### config.mk
export PLATFORM = sky130hd
export DESIGN_NAME = cmt_channel
export DESIGN_NICKNAME = d
export VERILOG_FILES = /design/src/rtl/cmt_pkg.sv /design/src/rtl/cmt_prescaler.sv /design/src/rtl/cmt_counter.sv /design/src/rtl/cmt_regs.sv /design/src/rtl/cmt_channel.sv
export SDC_FILE = /design/constraint.sdc
export NUM_CORES = 1
export LEC_CHECK = 0
export BUFFER_PORTS_ARGS = -buffer_cell sky130_fd_sc_hd__buf_2
export CAP_MARGIN = 0
export CORE_MARGIN = 4
export CORE_UTILIZATION = 59
export CTS_CLUSTER_DIAMETER = 100
export DETAILED_ROUTE_END_ITERATION = 10
export GPL_ROUTABILITY_DRIVEN = 1
export PLACE_DENSITY = 0.81
export SLEW_MARGIN = 5
export SYNTH_ARGS = -nofsm -noshare
export SYNTH_HDL_FRONTEND = slang
export SYNTH_HIERARCHICAL = 1
export SYNTH_SLANG_ARGS = --single-unit
### constraint.sdc
create_clock -name clk -period 4.4 [get_ports clk]
set_clock_uncertainty 0.15 [all_clocks]
set_input_delay 0.88 -clock clk [delete_from_list [all_inputs] [get_ports clk]]
set_output_delay 0.88 -clock clk [all_outputs]
set_load 0.05 [all_outputs]
### src/rtl/cmt_pkg.sv
package cmt_pkg;
  localparam int REG_W = 32;
  localparam int ADDR_W = 4;
  localparam int PRE_W = 7;

  localparam logic [ADDR_W-1:0] OFF_CSR = 4'h0;
  localparam logic [ADDR_W-1:0] OFF_CNT = 4'h4;
  localparam logic [ADDR_W-1:0] OFF_CMP = 4'h8;

  localparam int BIT_MATCH    = 15;
  localparam int BIT_OVF      = 14;
  localparam int BIT_PERIODIC = 8;
  localparam int BIT_IRQ_EN   = 7;

  typedef enum logic [1:0] {
    ROUTE_NONE = 2'd0,
    ROUTE_DMA  = 2'd1,
    ROUTE_IRQ  = 2'd2,
    ROUTE_RSVD = 2'd3
  } route_e;

  typedef struct packed {
    logic       periodic;
    logic       irq_en;
    route_e     route;
    logic [2:0] tick_sel;
  } ctl_t;

  // Reference pulses per count tick, minus one. Selects below 4 give no tick.
  function automatic logic [PRE_W-1:0] tick_limit(input logic [2:0] sel);
    case (sel)
      3'd4:    return PRE_W'(7);
      3'd5:    return PRE_W'(31);
      3'd6:    return PRE_W'(127);
      default: return '0;
    endcase
  endfunction
endpackage

### src/rtl/cmt_prescaler.sv
module cmt_prescaler
  import cmt_pkg::*;
(
  input  logic       clk,
  input  logic       rst_n,
  input  logic       ref_tick,
  input  logic [2:0] tick_sel,
  output logic       cnt_tick
);
  logic [PRE_W-1:0] div_q, div_d;
  logic [PRE_W-1:0] lim;
  logic             sel_ok;
  logic             at_lim;

  assign sel_ok   = tick_sel[2];
  assign lim      = tick_limit(tick_sel);
  assign at_lim   = (div_q >= lim);
  assign cnt_tick = sel_ok && ref_tick && at_lim;

  always_comb begin
    div_d = div_q;
    if (!sel_ok)      div_d = '0;
    else if (ref_tick) div_d = at_lim ? '0 : div_q + 1'b1;
  end

  always_ff @(posedge clk or negedge rst_n) begin
    if (!rst_n) div_q <= '0;
    else        div_q <= div_d;
  end

  // a divided tick is never followed by another on the next cycle
  p_tick_gap_r4: assert property (@(posedge clk) disable iff (!rst_n)
    (cnt_tick && lim != '0 && $stable(tick_sel)) |=> (!cnt_tick || lim == '0));
endmodule

### src/rtl/cmt_counter.sv
module cmt_counter #(
  parameter int CNT_W = 32
) (
  input  logic             clk,
  input  logic             rst_n,
  input  logic             cnt_tick,
  input  logic             run,
  input  logic             periodic,
  input  logic [CNT_W-1:0] cmp,
  input  logic             wr_cnt,
  input  logic [CNT_W-1:0] wr_val,
  output logic [CNT_W-1:0] cnt,
  output logic             match_evt,
  output logic             ovf_evt
);
  logic [CNT_W-1:0] cnt_q, cnt_d;
  logic [CNT_W-1:0] pend_val_q, pend_val_d;
  logic             pend_q, pend_d;
  logic             age_q, age_d;
  logic             load_w;
  logic             step_w;
  logic             hit_w;

  assign load_w    = cnt_tick && pend_q && age_q;
  assign step_w    = cnt_tick && run && !load_w;
  assign hit_w     = (cnt_q == cmp);
  assign match_evt = step_w && hit_w;
  assign ovf_evt   = step_w && (&cnt_q) && !hit_w;
  assign cnt       = cnt_q;

  always_comb begin
    cnt_d = cnt_q;
    if (load_w)      cnt_d = pend_val_q;
    else if (step_w) cnt_d = (hit_w && periodic) ? '0 : cnt_q + 1'b1;
  end

  always_comb begin
    pend_d     = pend_q;
    pend_val_d = pend_val_q;
    age_d      = age_q;
    if (wr_cnt) begin
      pend_d     = 1'b1;
      pend_val_d = wr_val;
      age_d      = 1'b0;
    end else if (cnt_tick && pend_q) begin
      if (age_q) pend_d = 1'b0;
      age_d = ~age_q;
    end
  end

  always_ff @(posedge clk or negedge rst_n) begin
    if (!rst_n) begin
      cnt_q      <= '0;
      pend_q     <= 1'b0;
      pend_val_q <= '0;
      age_q      <= 1'b0;
    end else begin
      cnt_q      <= cnt_d;
      pend_q     <= pend_d;
      pend_val_q <= pend_val_d;
      age_q      <= age_d;
    end
  end

  // the count moves only on a count tick
  p_hold_no_tick_r3: assert property (@(posedge clk) disable iff (!rst_n)
    !cnt_tick |=> $stable(cnt_q));
  // a periodic match leaves the count at zero
  p_periodic_clear_r5: assert property (@(posedge clk) disable iff (!rst_n)
    (match_evt && periodic) |=> (cnt_q == '0));
  // a count write never lands on the cycle right after it
  p_no_early_load_r12: assert property (@(posedge clk) disable iff (!rst_n)
    wr_cnt |=> !load_w);
endmodule

### src/rtl/cmt_regs.sv
module cmt_regs
  import cmt_pkg::*;
#(
  parameter int CNT_W = 32
) (
  input  logic              clk,
  input  logic              rst_n,
  input  logic              wr_en,
  input  logic              rd_en,
  input  logic [ADDR_W-1:0] addr,
  input  logic [REG_W-1:0]  wdata,
  input  logic [CNT_W-1:0]  cnt,
  input  logic              match_evt,
  input  logic              ovf_evt,
  output logic [REG_W-1:0]  rdata,
  output ctl_t              ctl,
  output logic [CNT_W-1:0]  cmp,
  output logic              wr_cnt,
  output logic [CNT_W-1:0]  wr_val,
  output logic              irq,
  output logic              dma_req
);
  ctl_t             ctl_q, ctl_d;
  logic [CNT_W-1:0] cmp_q, cmp_d;
  logic             match_q, match_d;
  logic             ovf_q, ovf_d;
  logic             dma_q, dma_d;
  logic             wr_csr, wr_cmp;
  logic [REG_W-1:0] csr_view;

  assign wr_csr = wr_en && (addr == OFF_CSR);
  assign wr_cmp = wr_en && (addr == OFF_CMP);
  assign wr_cnt = wr_en && (addr == OFF_CNT);
  assign wr_val = wdata[CNT_W-1:0];

  always_comb begin
    ctl_d = ctl_q;
    if (wr_csr) begin
      ctl_d.periodic = wdata[BIT_PERIODIC];
      ctl_d.irq_en   = wdata[BIT_IRQ_EN];
      ctl_d.route    = route_e'(wdata[5:4]);
      ctl_d.tick_sel = wdata[2:0];
    end
    cmp_d   = wr_cmp ? wdata[CNT_W-1:0] : cmp_q;
    match_d = match_evt ? 1'b1 : ((wr_csr && !wdata[BIT_MATCH]) ? 1'b0 : match_q);
    ovf_d   = ovf_evt   ? 1'b1 : ((wr_csr && !wdata[BIT_OVF])   ? 1'b0 : ovf_q);
    dma_d   = match_evt && (ctl_q.route == ROUTE_DMA);
  end

  always_ff @(posedge clk or negedge rst_n) begin
    if (!rst_n) begin
      ctl_q   <= '0;
      cmp_q   <= '1;
      match_q <= 1'b0;
      ovf_q   <= 1'b0;
      dma_q   <= 1'b0;
    end else begin
      ctl_q   <= ctl_d;
      cmp_q   <= cmp_d;
      match_q <= match_d;
      ovf_q   <= ovf_d;
      dma_q   <= dma_d;
    end
  end

  assign csr_view = {16'b0, match_q, ovf_q, 5'b0, ctl_q.periodic, ctl_q.irq_en,
                     1'b0, ctl_q.route, 1'b0, ctl_q.tick_sel};

  always_comb begin
    rdata = '0;
    if (rd_en) begin
      case (addr)
        OFF_CSR: rdata = csr_view;
        OFF_CNT: rdata = REG_W'(cnt);
        OFF_CMP: rdata = REG_W'(cmp_q);
        default: rdata = '0;
      endcase
    end
  end

  assign ctl     = ctl_q;
  assign cmp     = cmp_q;
  assign irq     = match_q && ctl_q.irq_en && (ctl_q.route == ROUTE_IRQ);
  assign dma_req = dma_q;

  // the match flag rises only after a match event
  p_match_rise_r7: assert property (@(posedge clk) disable iff (!rst_n)
    $rose(match_q) |-> $past(match_evt));
  // the overflow flag rises only after a wrap event
  p_ovf_rise_r9: assert property (@(posedge clk) disable iff (!rst_n)
    $rose(ovf_q) |-> $past(ovf_evt));
  // a DMA pulse always follows a match under DMA routing
  p_dma_from_match_r11: assert property (@(posedge clk) disable iff (!rst_n)
    dma_req |-> ($past(match_evt) && $past(ctl_q.route) == ROUTE_DMA));
endmodule

### src/rtl/cmt_channel.sv
module cmt_channel
  import cmt_pkg::*;
#(
  parameter int CNT_W    = 32,
  parameter int START_W  = 8,
  parameter int CHAN_IDX = 0
) (
  input  logic               clk,
  input  logic               rst_n,
  input  logic               ref_tick,
  input  logic [START_W-1:0] start_bits,
  input  logic               wr_en,
  input  logic               rd_en,
  input  logic [3:0]         addr,
  input  logic [31:0]        wdata,
  output logic [31:0]        rdata,
  output logic               irq,
  output logic               dma_req
);
  ctl_t             ctl;
  logic [CNT_W-1:0] cmp, cnt, wr_val;
  logic             cnt_tick, wr_cnt, match_evt, ovf_evt, run;

  assign run = start_bits[CHAN_IDX];

  cmt_prescaler u_pre (
    .clk      (clk),
    .rst_n    (rst_n),
    .ref_tick (ref_tick),
    .tick_sel (ctl.tick_sel),
    .cnt_tick (cnt_tick)
  );

  cmt_counter #(.CNT_W(CNT_W)) u_cnt (
    .clk       (clk),
    .rst_n     (rst_n),
    .cnt_tick  (cnt_tick),
    .run       (run),
    .periodic  (ctl.periodic),
    .cmp       (cmp),
    .wr_cnt    (wr_cnt),
    .wr_val    (wr_val),
    .cnt       (cnt),
    .match_evt (match_evt),
    .ovf_evt   (ovf_evt)
  );

  cmt_regs #(.CNT_W(CNT_W)) u_regs (
    .clk       (clk),
    .rst_n     (rst_n),
    .wr_en     (wr_en),
    .rd_en     (rd_en),
    .addr      (addr),
    .wdata     (wdata),
    .cnt       (cnt),
    .match_evt (match_evt),
    .ovf_evt   (ovf_evt),
    .rdata     (rdata),
    .ctl       (ctl),
    .cmp       (cmp),
    .wr_cnt    (wr_cnt),
    .wr_val    (wr_val),
    .irq       (irq),
    .dma_req   (dma_req)
  );
endmodule

==> results summary, run 1 <==
The worst hold path belongs to the class reg2reg. The count of H-tree levels built during CTS came out at 4. The time the worst path needs with I/O delays and setup is 3.79 ns. In the layout the commonest cells are sky130_fd_sc_hd__dfrtp_1 (83), sky130_fd_sc_hd__buf_2 (74), sky130_fd_sc_hd__a22oi_1 (60), sky130_fd_sc_hd__nand2_1 (50), sky130_fd_sc_hd__nor2_1 (45). The clock transition at the registers of the reported paths came out at 0.05 ns. The worst-margin pin slew is 0.930 ns. The analysis attributes to cell leakage a power of 0.00329 uW. The wire length of the first global-routing pass came out at 29000 um. The endpoint identified for the worst register-to-register timing path is u_cnt/cnt[29].

The synthesized net count is 723. The worst hold path begins at u_regs/ctl[4]. The share of the clock period used by the worst path came out at 86.1%. The detailed router finished its first iteration with 741 violations. The y dimension of the die came out at 115 um. The final weighted congestion of routability-driven global placement is 0.888. The routed wire length per instance is 20.5 um.

The pin count of the biggest net entering global routing came out at 63. For this run, the leading register cell type out of synthesis is sky130_fd_sc_hd__dfrtp_1. The total setup violations reported at the end of the flow is 0.

Across the VDD grid, the largest voltage drop is 0.000308 V. The net count of the finished layout is 753. Setup repair after global routing left no endpoint under its margin.

The count of cells along the worst register-to-register path is 14. The initial antenna violation count is 0. The run finished with clean final reports.

For hold timing, the worst endpoint is u_regs/dma_req. The achievable clock frequency came out at 0.264 GHz. The largest buffer count on any clock path is 2.

Once the floorplan was initialized, standard cells occupied 61.5% of the core. The total wirelength of the detailed-routed design is 17400 um. The HPWL reported at the end of detailed placement is 11600 um. The die width is 115 um. The number of antenna diodes came out at 0. The reg-to-reg critical path startpoint is u_regs/ctl[0]. In the routed design, unresolved DRC markers number 0. The count of input and output buffers is 75. Walking the worst path, the cells encountered are xor2_1 > nand2_1 > ha_1 > a211o_1 > a21oi_2 > o31ai_2 > buf_4 > nor2b_1 > nand3_1 > nand3_1 > buf_4 > nor4_1 > o21ai_0 > nand2_1. The hold slack is 0.315 ns. The detailed-route vias per instance is 6.45. The library cell used most frequently in the layout, excluding fill and tap cells, is sky130_fd_sc_hd__dfrtp_1. The total iterations of the first detailed-routing run came out at 5.

The number of core rows is 38. The number of hold violations in the final report came to 0. The cell count after synthesis came out at 665. Once the clock tree was built, the resizer swapped 0 gates to a different size.

After synthesis, the netlist uses 63 different library cells. The number of clock sinks is 115. The mean instance size in the synthesized netlist is 10.2 sq um. TritonCTS built the clock tree.

In this run the remaining antenna-violating nets after routing total 0. The routed via count is 5469. The critical path starts at u_regs/ctl[0]. The number of flip-flops and latches in the synthesized netlist is 115. The relative slew slack is 37.8%. Counting flops with an async set or reset pin after synthesis yields a share of 100%.

The worst setup path is launched from a flip-flop. Clock tree synthesis inserted a total of 17 buffers. The post-synth design cell area is 6790 sq um.

The number of primary I/O pins is 83. The clock latency reported for the late side of the worst-skew pair is 0.42 ns. The worst register-to-register path has a setup slack of 0.61 ns. The required time of the critical path is 4.60 ns. The signal arrival time at the worst endpoint is 3.99 ns. The worst-path cell with the longest stage delay is sky130_fd_sc_hd__nand3_1. The max-slew violation count came out at 0.

The worst setup path category is reg2reg. STA classifies the critical path endpoint as a flip-flop. The core area came out at 11000 sq um.

The count of yosys warnings during synthesis is 6. The sum of negative setup slack is 0 ns. From synthesis to final layout, the design area changed by 11.4%. The total global routing overflow came out at 0. For this run, the slowest stage of the critical path takes 0.48 ns. The number of global-route vias before repair is 5572. The worst hold path depth came out at 1. The buffer count from post-CTS setup fixing came out at 0.

The fraction of the core area covered by cells at the end of the flow came out at 68.5%. The die covers 13300 sq um. The sequential cell area fraction in the yosys report came out at 43.0%. Max-cap violations in this run came to 0. The number of fill cells in the layout is 835. The buffer type at the clock tree root is sky130_fd_sc_hd__clkbuf_16.

The ratio of total power to cell area came out at 540 nW/um^2. The global-route total usage across every layer came out at 28.0%. The synthesized design contains 0 enable-type register cells. The biggest fanout along the worst timing path came out at 13. The quantity of hold-fixing buffers added after cts is 0. In the final layout, the share of cells above drive strength 1 is 29.1%.
[worst max-delay path by stage]
stage / end / slack [ns]
3_3_place_gp: u_regs/ovf_q / 0.84
2_1_floorplan: rdata[9] / 0.82
3_5_place_dp: u_regs/ovf_q / 0.78
6_report: u_cnt/cnt[29] / 0.61
4_1_cts: u_cnt/cnt[29] / 0.69
5_1_grt: u_regs/ovf_q / 0.33
[per-stage QoR]
step,power [uW],cell area [sq um],instances,worst slack [ns]
3_5_place_dp,2770,7010,816,0.776
2_1_floorplan,2470,6790,665,0.825
5_1_grt,4300,7560,848,0.334
3_3_place_gp,2710,7010,816,0.837
6_report,4080,7560,848,0.611
4_1_cts,4070,7560,848,0.686
[flip-flops by register name (all words and copies together) (netlist names)]
signal            flops
u_pre/div_q           7
u_regs/dma_req        1
u_regs/ctl            7
u_regs/match_q        1
u_regs/ovf_q          1
u_regs/cmp           32
u_cnt/pend_val_q     32
u_cnt/pend_q          1
u_cnt/age_q           1
u_cnt/cnt            32
[where the power goes]
part           switching, uW  total, uW  leakage, uW  internal, uW
Sequential               442       1860      0.00141          1410
Combinational            473        930      0.00160           457
Clock                    463       1290     0.000275           831
Total                   1380       4080      0.00329          2700
[synth_stat cells (6+ instances only)]
cell type	count	area, sq um
sky130_fd_sc_hd__dfrtp_1	83	2080
sky130_fd_sc_hd__a22oi_1	60	450
sky130_fd_sc_hd__nand2_1	50	188
sky130_fd_sc_hd__nor2_1	45	169
sky130_fd_sc_hd__mux2_2	44	495
sky130_fd_sc_hd__buf_4	32	240
sky130_fd_sc_hd__dfstp_2	32	841
sky130_fd_sc_hd__xnor2_1	32	280
sky130_fd_sc_hd__mux2_1	30	338
sky130_fd_sc_hd__clkbuf_1	26	97.6
sky130_fd_sc_hd__and3_1	24	150
sky130_fd_sc_hd__o21ai_0	24	120
sky130_fd_sc_hd__nor3_1	23	115
sky130_fd_sc_hd__nand3_1	21	105
sky130_fd_sc_hd__nand4_1	20	125
sky130_fd_sc_hd__buf_2	9	45.0
sky130_fd_sc_hd__ha_1	9	113
sky130_fd_sc_hd__and2_1	7	43.8
sky130_fd_sc_hd__inv_1	7	26.3
sky130_fd_sc_hd__nor4_1	7	43.8
sky130_fd_sc_hd__o2bb2ai_1	6	52.6
[metal layers]
layer  global-route usage (%)  part of all wire, %  vias up
met4                     13.2                  3.2        0
li1                         -                    -     2488
met2                     43.6                   47      255
met3                     6.21                  7.4       43
met1                     37.4                   43     2683
met5                        0                    0        -
[worst max-delay path, delay by kind of cell, from the launching register on]
family | cells | cell delay, ns
AND/OR/NAND/NOR | 6 | 1.41
buffers and inverters | 2 | 0.57
XOR/XNOR | 1 | 0.17
AO/OA/AOI/OAI | 4 | 0.69
flip-flops | 1 | 0.42
adder cells (fa/ha/maj) | 1 | 0.31
[kinds of logic (layout without fill, tap and decap cells)]
| family | Yosys count | in the layout | share of synthesized area, % |
|---|---|---|---|
| adders and majority gates | 9 | 9 | 1.66 |
| xor gates and xnor gates | 35 | 35 | 4.63 |
| muxes | 74 | 74 | 12.3 |
| DFF | 115 | 115 | 43.0 |
| and+or+nand+nor | 222 | 222 | 17.8 |
| AOI/OAI and AO/OA | 129 | 129 | 13.9 |
| buffers and inverters | 81 | 124 | 6.78 |
[cell type report]
| class | instances | area (sq um) | area share, % |
|---|---|---|---|
| timing repair buffer | 85 | 465 | 6.16 |
| clock buffer | 27 | 503 | 6.65 |
| inverter | 7 | 26.3 | 0.348 |
| sequential | 115 | 2920 | 38.6 |
| multi-input combinational | 469 | 3420 | 45.3 |
| clock inverter | 5 | 50.0 | 0.662 |
| tap | 140 | 175 | 2.32 |
No activity file was read; power rests on OpenSTA's default activity.
==> run 2, diff against run 1 <==
- CORE_ASPECT_RATIO: default -> 0.7
- PLACE_DENSITY: 0.81 -> 0.85
==> run 2 against run 1 <==
Net effect:
- clock-buffer cell count is the same
- sequential power about the same
- final area is 0.28% higher
- critical path depth fell by 1
- cell count is 1.7% higher
- register-to-register slack improved by 0.03 ns
- core utilization is 0.43 points lower
- die area rose by 0.21%
- largest cell class unchanged
==> results summary, run 2 (same netlist as run 1, synthesis figures left out) <==
Status: complete, no violations (unchanged). The number of core rows is 32 (was 38). The nature of the critical path endpoint is a flip-flop (unchanged). The total iterations of the first detailed-routing run is 5 (unchanged). The total global routing overflow is 0 (unchanged). The reg-to-reg critical path startpoint is u_regs/ctl[1] (was u_regs/ctl[0]). The required time of the critical path came to 4.57 ns (was 4.60 ns).

The max-slew violation count came out at 0 (unchanged). The achievable clock frequency is 0.266 GHz (was 0.264 GHz). The buffer type at the clock tree root is sky130_fd_sc_hd__clkbuf_16 (unchanged).

The commonest non-fill, non-tap cell in the layout is sky130_fd_sc_hd__dfrtp_1 (unchanged). The number of antenna-violating nets in the routed design is 0 (unchanged). The share of post-route cells with drive strength above 1 came out at 29.3% (was 29.1%). The biggest fanout along the worst timing path is 18 (was 13). The clock transition at the registers of the reported paths is 0.06 ns (was 0.05 ns). The sink of the worst hold path was u_regs/dma_req (unchanged). The maximum resistive drop on vdd is 0.000357 V (was 0.000308 V). The type of the most critical hold path was reg2reg (unchanged). The number of buffers created by CTS came out at 17 (unchanged).

The buffer count from post-CTS setup fixing came to 0 (unchanged). The reg-to-reg critical path endpoint is u_cnt/cnt[16] (was u_cnt/cnt[29]). The count of H-tree levels built during CTS is 4 (unchanged). The number of hold violations in the final report is 0 (unchanged).

The critical hold path startpoint was u_regs/ctl[4] (unchanged). The fraction of power spent switching nets came out at 34.4% (was 33.8%). The clock tree from TritonCTS is done (unchanged). The routed via count is 5699 (was 5469). Most frequent cells in the layout: sky130_fd_sc_hd__dfrtp_1 (83), sky130_fd_sc_hd__buf_2 (74), sky130_fd_sc_hd__a22oi_1 (60), sky130_fd_sc_hd__nand2_1 (50), sky130_fd_sc_hd__nor2_1 (45) (unchanged). The pin count of the biggest net entering global routing came out at 71 (was 63). The signed area change from the synthesized netlist to the final layout came to 11.7% (was 11.4%). The total wirelength of the detailed-routed design is 18400 um (was 17400 um). The routed wire length per instance came out at 21.3 um (was 20.5 um). The die width came out at 136 um (was 115 um). The fraction of the core area covered by cells at the end of the flow came out at 68.1% (was 68.5%).

The total setup violations reported at the end of the flow is 0 (unchanged). The startpoint class of the critical path is a flip-flop (unchanged). The y dimension of the die was 97.7 um (was 115 um).

The setup slack at placement is 0.788 ns (was 0.776 ns). The count of cells resized by post-cts repair came out at 0 (unchanged). Setup repair after global routing missed its margin: false (unchanged). The total die area came to 13300 sq um (about the same).

The number of antenna diodes came out at 0 (unchanged). The number of primary I/O pins is 83 (unchanged). The detailed-route vias per instance came out at 6.61 (was 6.45).

The net count reported at finish came out at 754 (was 753). The worst-path cell with the longest stage delay is sky130_fd_sc_hd__a21oi_2 (was sky130_fd_sc_hd__nand3_1). The final weighted congestion of routability-driven global placement is 0.912 (was 0.888).

The global-route total usage across every layer came out at 28.7% (was 28.0%). The number of clock sinks is 115 (unchanged). The relative slew slack came out at 37.6% (was 37.8%). The worst path buffer plus inverter count is 2 (unchanged). The sequential cell area in the final layout is 2920 sq um (unchanged). The largest buffer count on any clock path is 2 (unchanged).

The signal arrival time at the worst endpoint is 3.93 ns (was 3.99 ns). The sum of negative setup slack came out at 0 ns (unchanged). The least setup slack across all paths after layout came to 0.641 ns (was 0.611 ns). The clock latency reported for the late side of the worst-skew pair is 0.41 ns (was 0.42 ns). Cells along the critical path: xor2_1 > nand2_1 > ha_1 > a211o_1 > a21oi_2 > o31ai_2 > buf_4 > nor2b_1 > and3_1 > a21oi_2 > buf_4 > a21oi_1 > o21ai_0 (was xor2_1 > nand2_1 > ha_1 > a211o_1 > a21oi_2 > o31ai_2 > buf_4 > nor2b_1 > nand3_1 > nand3_1 > buf_4 > nor4_1 > o21ai_0 > nand2_1). The internal power came out at 2720 uW (was 2700 uW). The combinational cell fraction of total power is 23.2% (was 22.8%). The area occupied by multi-input gates is 3420 sq um (unchanged). The clock network power share came out at 31.6% (was 31.7%). The delay of the slowest cell on the worst path is 0.69 ns (was 0.48 ns). The post-route DRC violation count came out at 0 (unchanged).

The DRC marker count from the first detailed-route iteration came out at 601 (was 741). The number of global-route vias before repair is 5743 (was 5572). The worst hold path depth is 1 (unchanged). The count of cells along the worst register-to-register path is 13 (was 14). The ratio of total power to cell area came out at 546 nW/um^2 (was 540 nW/um^2).

The share of the clock period used by the worst path is 85.4% (was 86.1%). The HPWL reported at the end of detailed placement came out at 12300 um (was 11600 um). The number of fill cells in the layout is 855 (was 835). The net switching power of the design is 1420 uW (was 1380 uW). The static leakage power is 0.00329 uW (about the same). The wire length of the first global-routing pass is 30000 um (was 29000 um). The worst setup path category was reg2reg (unchanged).

The time the worst path needs with I/O delays and setup came out at 3.76 ns (was 3.79 ns). The worst-margin pin slew came out at 0.933 ns (was 0.930 ns). The initial cell density of the core came to 61.0% (was 61.5%). The count of input and output buffers is 75 (unchanged). The minimum setup slack among reg-to-reg paths came out at 0.64 ns (was 0.61 ns).

The register share of total power came out at 45.2% (was 45.5%). The quantity of hold-fixing buffers added after cts came out at 0 (unchanged). The initial antenna violation count came out at 0 (unchanged). The core area came out at 11100 sq um (was 11000 sq um). The gate family responsible for the most delay along the worst path is compound AO/OA/AOI/OAI gates (was simple AND/OR/NAND/NOR gates). The number of maximum-capacitance violations came to 0 (unchanged).
-- run 2: worst max-delay path by stage --
stage / from / end / slack (ns) / cells after the start
finish: u_regs/ctl[1] / u_cnt/cnt[16] / 0.64 / 13
global route: u_regs/ctl[1] / u_cnt/cnt[19] / 0.38 / 13
CTS: u_regs/ctl[1] / u_cnt/cnt[16] / 0.72 / 13
detailed placement: u_regs/ctl[1] / u_cnt/cnt[16] / 0.79 / 13
global placement: addr[1] / rdata[14] / 0.90 / 5
floorplan: addr[2] / rdata[9] / 0.82 / 5
-- run 2: layout make-up --
class                      count  share of cell area [%]
clock buffer                  27                    6.77
multi-input combinational    469                    45.1
tap                          153                    2.53
clock inverter                 5                   0.660
sequential                   115                    38.5
inverter                       7                   0.347
timing repair buffer          86                    6.07
-- run 2: stage by stage --
| step | total power (uW) | cells | area, sq um | hold WS [ns] |
|---|---|---|---|---|
| after floorplan | 2470 | 665 | 6790 | 0.276 |
| after global placement | 2720 | 830 | 7020 | 0.303 |
| after detailed placement | 2780 | 830 | 7020 | 0.336 |
| after CTS | 4110 | 862 | 7580 | 0.350 |
| after global routing | 4340 | 862 | 7580 | 0.368 |
| final | 4140 | 862 | 7580 | 0.353 |
-- run 2: worst register-to-register path: cells and delay by family (launching register included) --
kind | cells | cell delay (ns)
buffers and inverters | 2 | 0.61
XOR/XNOR | 1 | 0.17
adder cells (fa/ha/maj) | 1 | 0.31
AND/OR/NAND/NOR | 3 | 0.55
AO/OA/AOI/OAI | 6 | 1.46
flip-flops | 1 | 0.43
-- run 2: layer usage --
layer  share of wire (%)  up-vias  GRT usage, %
met5                   0        -             0
met4                 2.2        0          8.83
met3                 9.3       42          9.84
met2                  47      324          45.1
met1                  41     2842          37.6
li1                    -     2491             -
-- run 2: power groups by stage --
stage	logic, uW	registers, uW	clock network, uW
2_1_floorplan	785	1690	0
3_5_place_dp	922	1860	0
4_1_cts	939	1860	1320
3_3_place_gp	886	1830	0
5_1_grt	1040	1920	1380
6_report	960	1870	1310
==> run 3, diff against run 2 <==
- ABC_AREA: default -> 1
- CORE_UTILIZATION: 59 -> 60
==> run 3 against run 2 <==
Net effect:
- die area grew 10%
- critical path depth increased by 3
- critical endpoint is now u_cnt/cnt[6]
- global-route usage is 1.6 points higher
- setup slack got worse by 0.31 ns
- combinational power grew 42%
- non-clock buffer count rose by 1
==> results summary, run 3 <==
The least setup slack across all paths after layout came out at 0.334 ns (was 0.641 ns). The signed area change from the synthesized netlist to the final layout came to 11.3% (was 11.7%). The post-route DRC violation count is 0 (unchanged).

The routed via count came out at 7342 (was 5699). The clock network power share is 31.7% (was 31.6%). The share of post-route cells with drive strength above 1 is 17.7% (was 29.3%). The max-slew violation count is 0 (unchanged). The total iterations of the first detailed-routing run came out at 6 (was 5). The count of cells resized by post-cts repair came to 0 (unchanged).

The detailed-route vias per instance came out at 5.66 (was 6.61). The die width is 143 um (was 136 um). The signal arrival time at the worst endpoint was 4.27 ns (was 3.93 ns).

The biggest fanout along the worst timing path is 32 (was 18). The global-route total usage across every layer came out at 30.2% (was 28.7%). Most frequent cells in the layout: sky130_fd_sc_hd__nand2_1 (319), sky130_fd_sc_hd__inv_1 (146), sky130_fd_sc_hd__nand3_1 (141), sky130_fd_sc_hd__dfrtp_1 (83) (was sky130_fd_sc_hd__dfrtp_1 (83), sky130_fd_sc_hd__buf_2 (74), sky130_fd_sc_hd__a22oi_1 (60), sky130_fd_sc_hd__nand2_1 (50), sky130_fd_sc_hd__nor2_1 (45)). The number of enable-type register cells in the synthesized netlist came out at 0 (unchanged). The wire length of the first global-routing pass is 35000 um (was 30000 um). The net count reported at finish came to 1181 (was 754). The number of clock sinks came out at 115 (unchanged). The number of core rows came out at 34 (was 32). The ratio of total power to cell area came out at 541 nW/um^2 (was 546 nW/um^2). The share of the clock period used by the worst path came to 92.4% (was 85.4%).

The pin count of the biggest net entering global routing came out at 70 (was 71). The net switching power of the design is 1790 uW (was 1420 uW). The synthesized net count is 1152 (was 723).

The number of buffers created by CTS is 17 (unchanged). The cell taking the most area after synthesis is sky130_fd_sc_hd__dfrtp_1 (unchanged). The commonest non-fill, non-tap cell in the layout was sky130_fd_sc_hd__nand2_1 (was sky130_fd_sc_hd__dfrtp_1). The static leakage power came to 0.00425 uW (was 0.00329 uW). The share of the synthesized area in the top cell type is 27.1% (was 30.6%).

Leading cell types by count after synthesis: sky130_fd_sc_hd__nand2_1 (319), sky130_fd_sc_hd__inv_1 (146), sky130_fd_sc_hd__nand3_1 (141) (was sky130_fd_sc_hd__dfrtp_1 (83), sky130_fd_sc_hd__a22oi_1 (60), sky130_fd_sc_hd__nand2_1 (50)). The number of flip-flops and latches in the synthesized netlist came out at 115 (unchanged). The count of input and output buffers was 75 (unchanged).

The worst-margin pin slew is 1.21 ns (was 0.933 ns). The number of global-route vias before repair came out at 6853 (was 5743). The largest buffer count on any clock path came out at 2 (unchanged). Leading cell types by total area after synthesis: sky130_fd_sc_hd__dfrtp_1 (27%), sky130_fd_sc_hd__nand2_1 (16%), sky130_fd_sc_hd__dfstp_2 (11%), sky130_fd_sc_hd__nand3_1 (9.2%), sky130_fd_sc_hd__inv_1 (7.1%) (was sky130_fd_sc_hd__dfrtp_1 (31%), sky130_fd_sc_hd__dfstp_2 (12%), sky130_fd_sc_hd__mux2_2 (7.3%), sky130_fd_sc_hd__a22oi_1 (6.6%), sky130_fd_sc_hd__mux2_1 (5.0%)). The type of the most critical hold path is in2async (was reg2reg). The final standard cell area without fillers came to 8540 sq um (was 7580 sq um). The most used standard cell by instance count after synthesis is sky130_fd_sc_hd__nand2_1 (was sky130_fd_sc_hd__dfrtp_1).

The sequential cell area in the final layout is 2920 sq um (unchanged). The total die area came out at 14700 sq um (was 13300 sq um). Status: complete, no violations (unchanged). The final weighted congestion of routability-driven global placement is 1.05 (was 0.912). The initial cell density of the core came out at 61.6% (was 61.0%). The initial antenna violation count is 0 (unchanged).

The total wirelength of the detailed-routed design came out at 21500 um (was 18400 um). The fraction of power spent switching nets came to 38.7% (was 34.4%). The relative slew slack is 19.5% (was 37.6%). The HPWL reported at the end of detailed placement came out at 14700 um (was 12300 um). The time the worst path needs with I/O delays and setup is 4.07 ns (was 3.76 ns). The setup slack at placement is 0.536 ns (was 0.788 ns).

The most instantiated flip-flop cell in the synthesis netlist is sky130_fd_sc_hd__dfrtp_1 (unchanged). The count of yosys warnings during synthesis came out at 6 (unchanged). The maximum resistive drop on vdd is 0.000476 V (was 0.000357 V). The worst setup path category is reg2reg (unchanged). The post-synth design cell area was 7680 sq um (was 6790 sq um). The fraction of registers with async set/reset came to 100% (unchanged).

The startpoint class of the critical path is a flip-flop (unchanged). The count of H-tree levels built during CTS is 4 (unchanged). The required time of the critical path came out at 4.60 ns (was 4.57 ns). The total global routing overflow came out at 0 (unchanged). The total setup violations reported at the end of the flow is 0 (unchanged). The clock tree from TritonCTS is done (unchanged). The DRC marker count from the first detailed-route iteration came out at 905 (was 601).

The number of unique standard cell types used by synthesis came out at 34 (was 63). The buffer count from post-CTS setup fixing was 0 (unchanged). The synthesized instance count came out at 1094 (was 665). The register share of total power came out at 38.8% (was 45.2%). The internal power is 2830 uW (was 2720 uW).

The area of placed instances came out at 7930 sq um (was 7020 sq um). Setup repair after global routing missed its margin: false (unchanged). The number of antenna diodes came out at 0 (unchanged). The buffer type at the clock tree root is sky130_fd_sc_hd__clkbuf_16 (unchanged).

The number of hold violations in the final report is 0 (unchanged). The achievable clock frequency is 0.246 GHz (was 0.266 GHz). The mean instance size in the synthesized netlist was 7.02 sq um (was 10.2 sq um). The clock latency reported for the late side of the worst-skew pair came out at 0.42 ns (was 0.41 ns). The core area came out at 12500 sq um (was 11100 sq um). The quantity of hold-fixing buffers added after cts is 0 (unchanged).

The sequential cell area fraction in the yosys report was 38.0% (was 43.0%). The number of primary I/O pins was 83 (unchanged). The sum of negative setup slack is 0 ns (unchanged). The number of antenna-violating nets in the routed design is 0 (unchanged). The number of fill cells in the layout came out at 1040 (was 855).

The area occupied by multi-input gates is 3720 sq um (was 3420 sq um). The combinational cell fraction of total power is 29.5% (was 23.2%). The number of maximum-capacitance violations was 0 (unchanged). The routed wire length per instance is 16.6 um (was 21.3 um). The clock transition at the registers of the reported paths was 0.06 ns (about the same). The nature of the critical path endpoint is a flip-flop (unchanged). The total power after layout is 4620 uW (was 4140 uW). The y dimension of the die is 103 um (was 97.7 um).
==> run 3: final timing paths <==
path                                from                  end  slack (ns)  depth (start not counted)
max                        u_regs/ctl[2]         u_cnt/cnt[6]        0.33                         16
min                                rst_n  u_cnt/pend_val_q[8]        0.33                          1
max reg2reg                u_regs/ctl[2]         u_cnt/cnt[6]        0.33                         16
min reg2reg                u_regs/ctl[4]       u_regs/dma_req        0.33                          1
max in group asynchronous          rst_n        u_regs/cmp[3]        2.95                          2
min in group clk           u_regs/ctl[4]       u_regs/dma_req        0.33                          1
==> run 3: final cells by class <==
cell class              count  share of cell area (%)
repair buffers             87                    5.92
inverters                 156                    6.85
flip-flops and latches    115                    34.2
well taps                 162                    2.37
clock inverters            14                    2.17
clock buffers              18                    5.02
multi-input cells         746                    43.5
==> run 3: power groups by stage <==
stage | clock (uW) | sequential, uW | combinational (uW)
2_1_floorplan | 0 | 1670 | 1030
3_3_place_gp | 0 | 1770 | 1270
3_5_place_dp | 0 | 1790 | 1310
4_1_cts | 1480 | 1780 | 1340
5_1_grt | 1530 | 1840 | 1520
6_report | 1470 | 1790 | 1360
==> run 3: logic make-up (layout without fill, tap and decap cells) <==
family	count (synthesis)	after routing	share of synthesized area (%)
xor+xnor	42	42	4.79
simple gates	559	559	32.6
compound gates	136	136	9.37
fa+ha+maj	9	9	1.47
buf+inv	233	275	13.7
flops	115	115	38.0
==> run 3: layer usage <==
layer | track usage (%) | part of all wire [%] | wire (um) | vias up
li1 | - | - | - | 3492
met1 | 44.3 | 45 | 9620 | 3443
met2 | 46.1 | 44 | 9360 | 372
met3 | 5.47 | 10 | 2170 | 35
met4 | 9.06 | 1.7 | 355 | 0
met5 | 0 | 0 | 0 | -
==> run 3: metrics by stage <==
| stage | std cells | hold slack, ns | util (%) |
|---|---|---|---|
| finish | 1298 | 0.328 | 68.5 |
| detailed placement | 1266 | 0.319 | 63.6 |
| CTS | 1298 | 0.333 | 68.5 |
| floorplan | 1094 | 0.281 | - |
| global route | 1298 | 0.356 | 68.5 |
| global placement | 1266 | 0.294 | 63.6 |
==> run 3: worst max-delay path, stage by stage, from the launching register on <==
cell                      delay, ns
sky130_fd_sc_hd__dfrtp_1       0.40
sky130_fd_sc_hd__inv_1         0.09
sky130_fd_sc_hd__a21oi_1       0.23
sky130_fd_sc_hd__o21ai_0       0.21
sky130_fd_sc_hd__ha_1          0.37
sky130_fd_sc_hd__nand3_1       0.09
sky130_fd_sc_hd__nor2_1        0.27
sky130_fd_sc_hd__o21ai_1       0.13
sky130_fd_sc_hd__inv_1         0.10
sky130_fd_sc_hd__nand2_1       0.26
sky130_fd_sc_hd__inv_1         0.13
sky130_fd_sc_hd__nand2_1       0.15
sky130_fd_sc_hd__inv_1         0.91
sky130_fd_sc_hd__o21ai_0       0.20
sky130_fd_sc_hd__a21oi_1       0.17
sky130_fd_sc_hd__nand2_1       0.07
sky130_fd_sc_hd__nand2_1       0.07
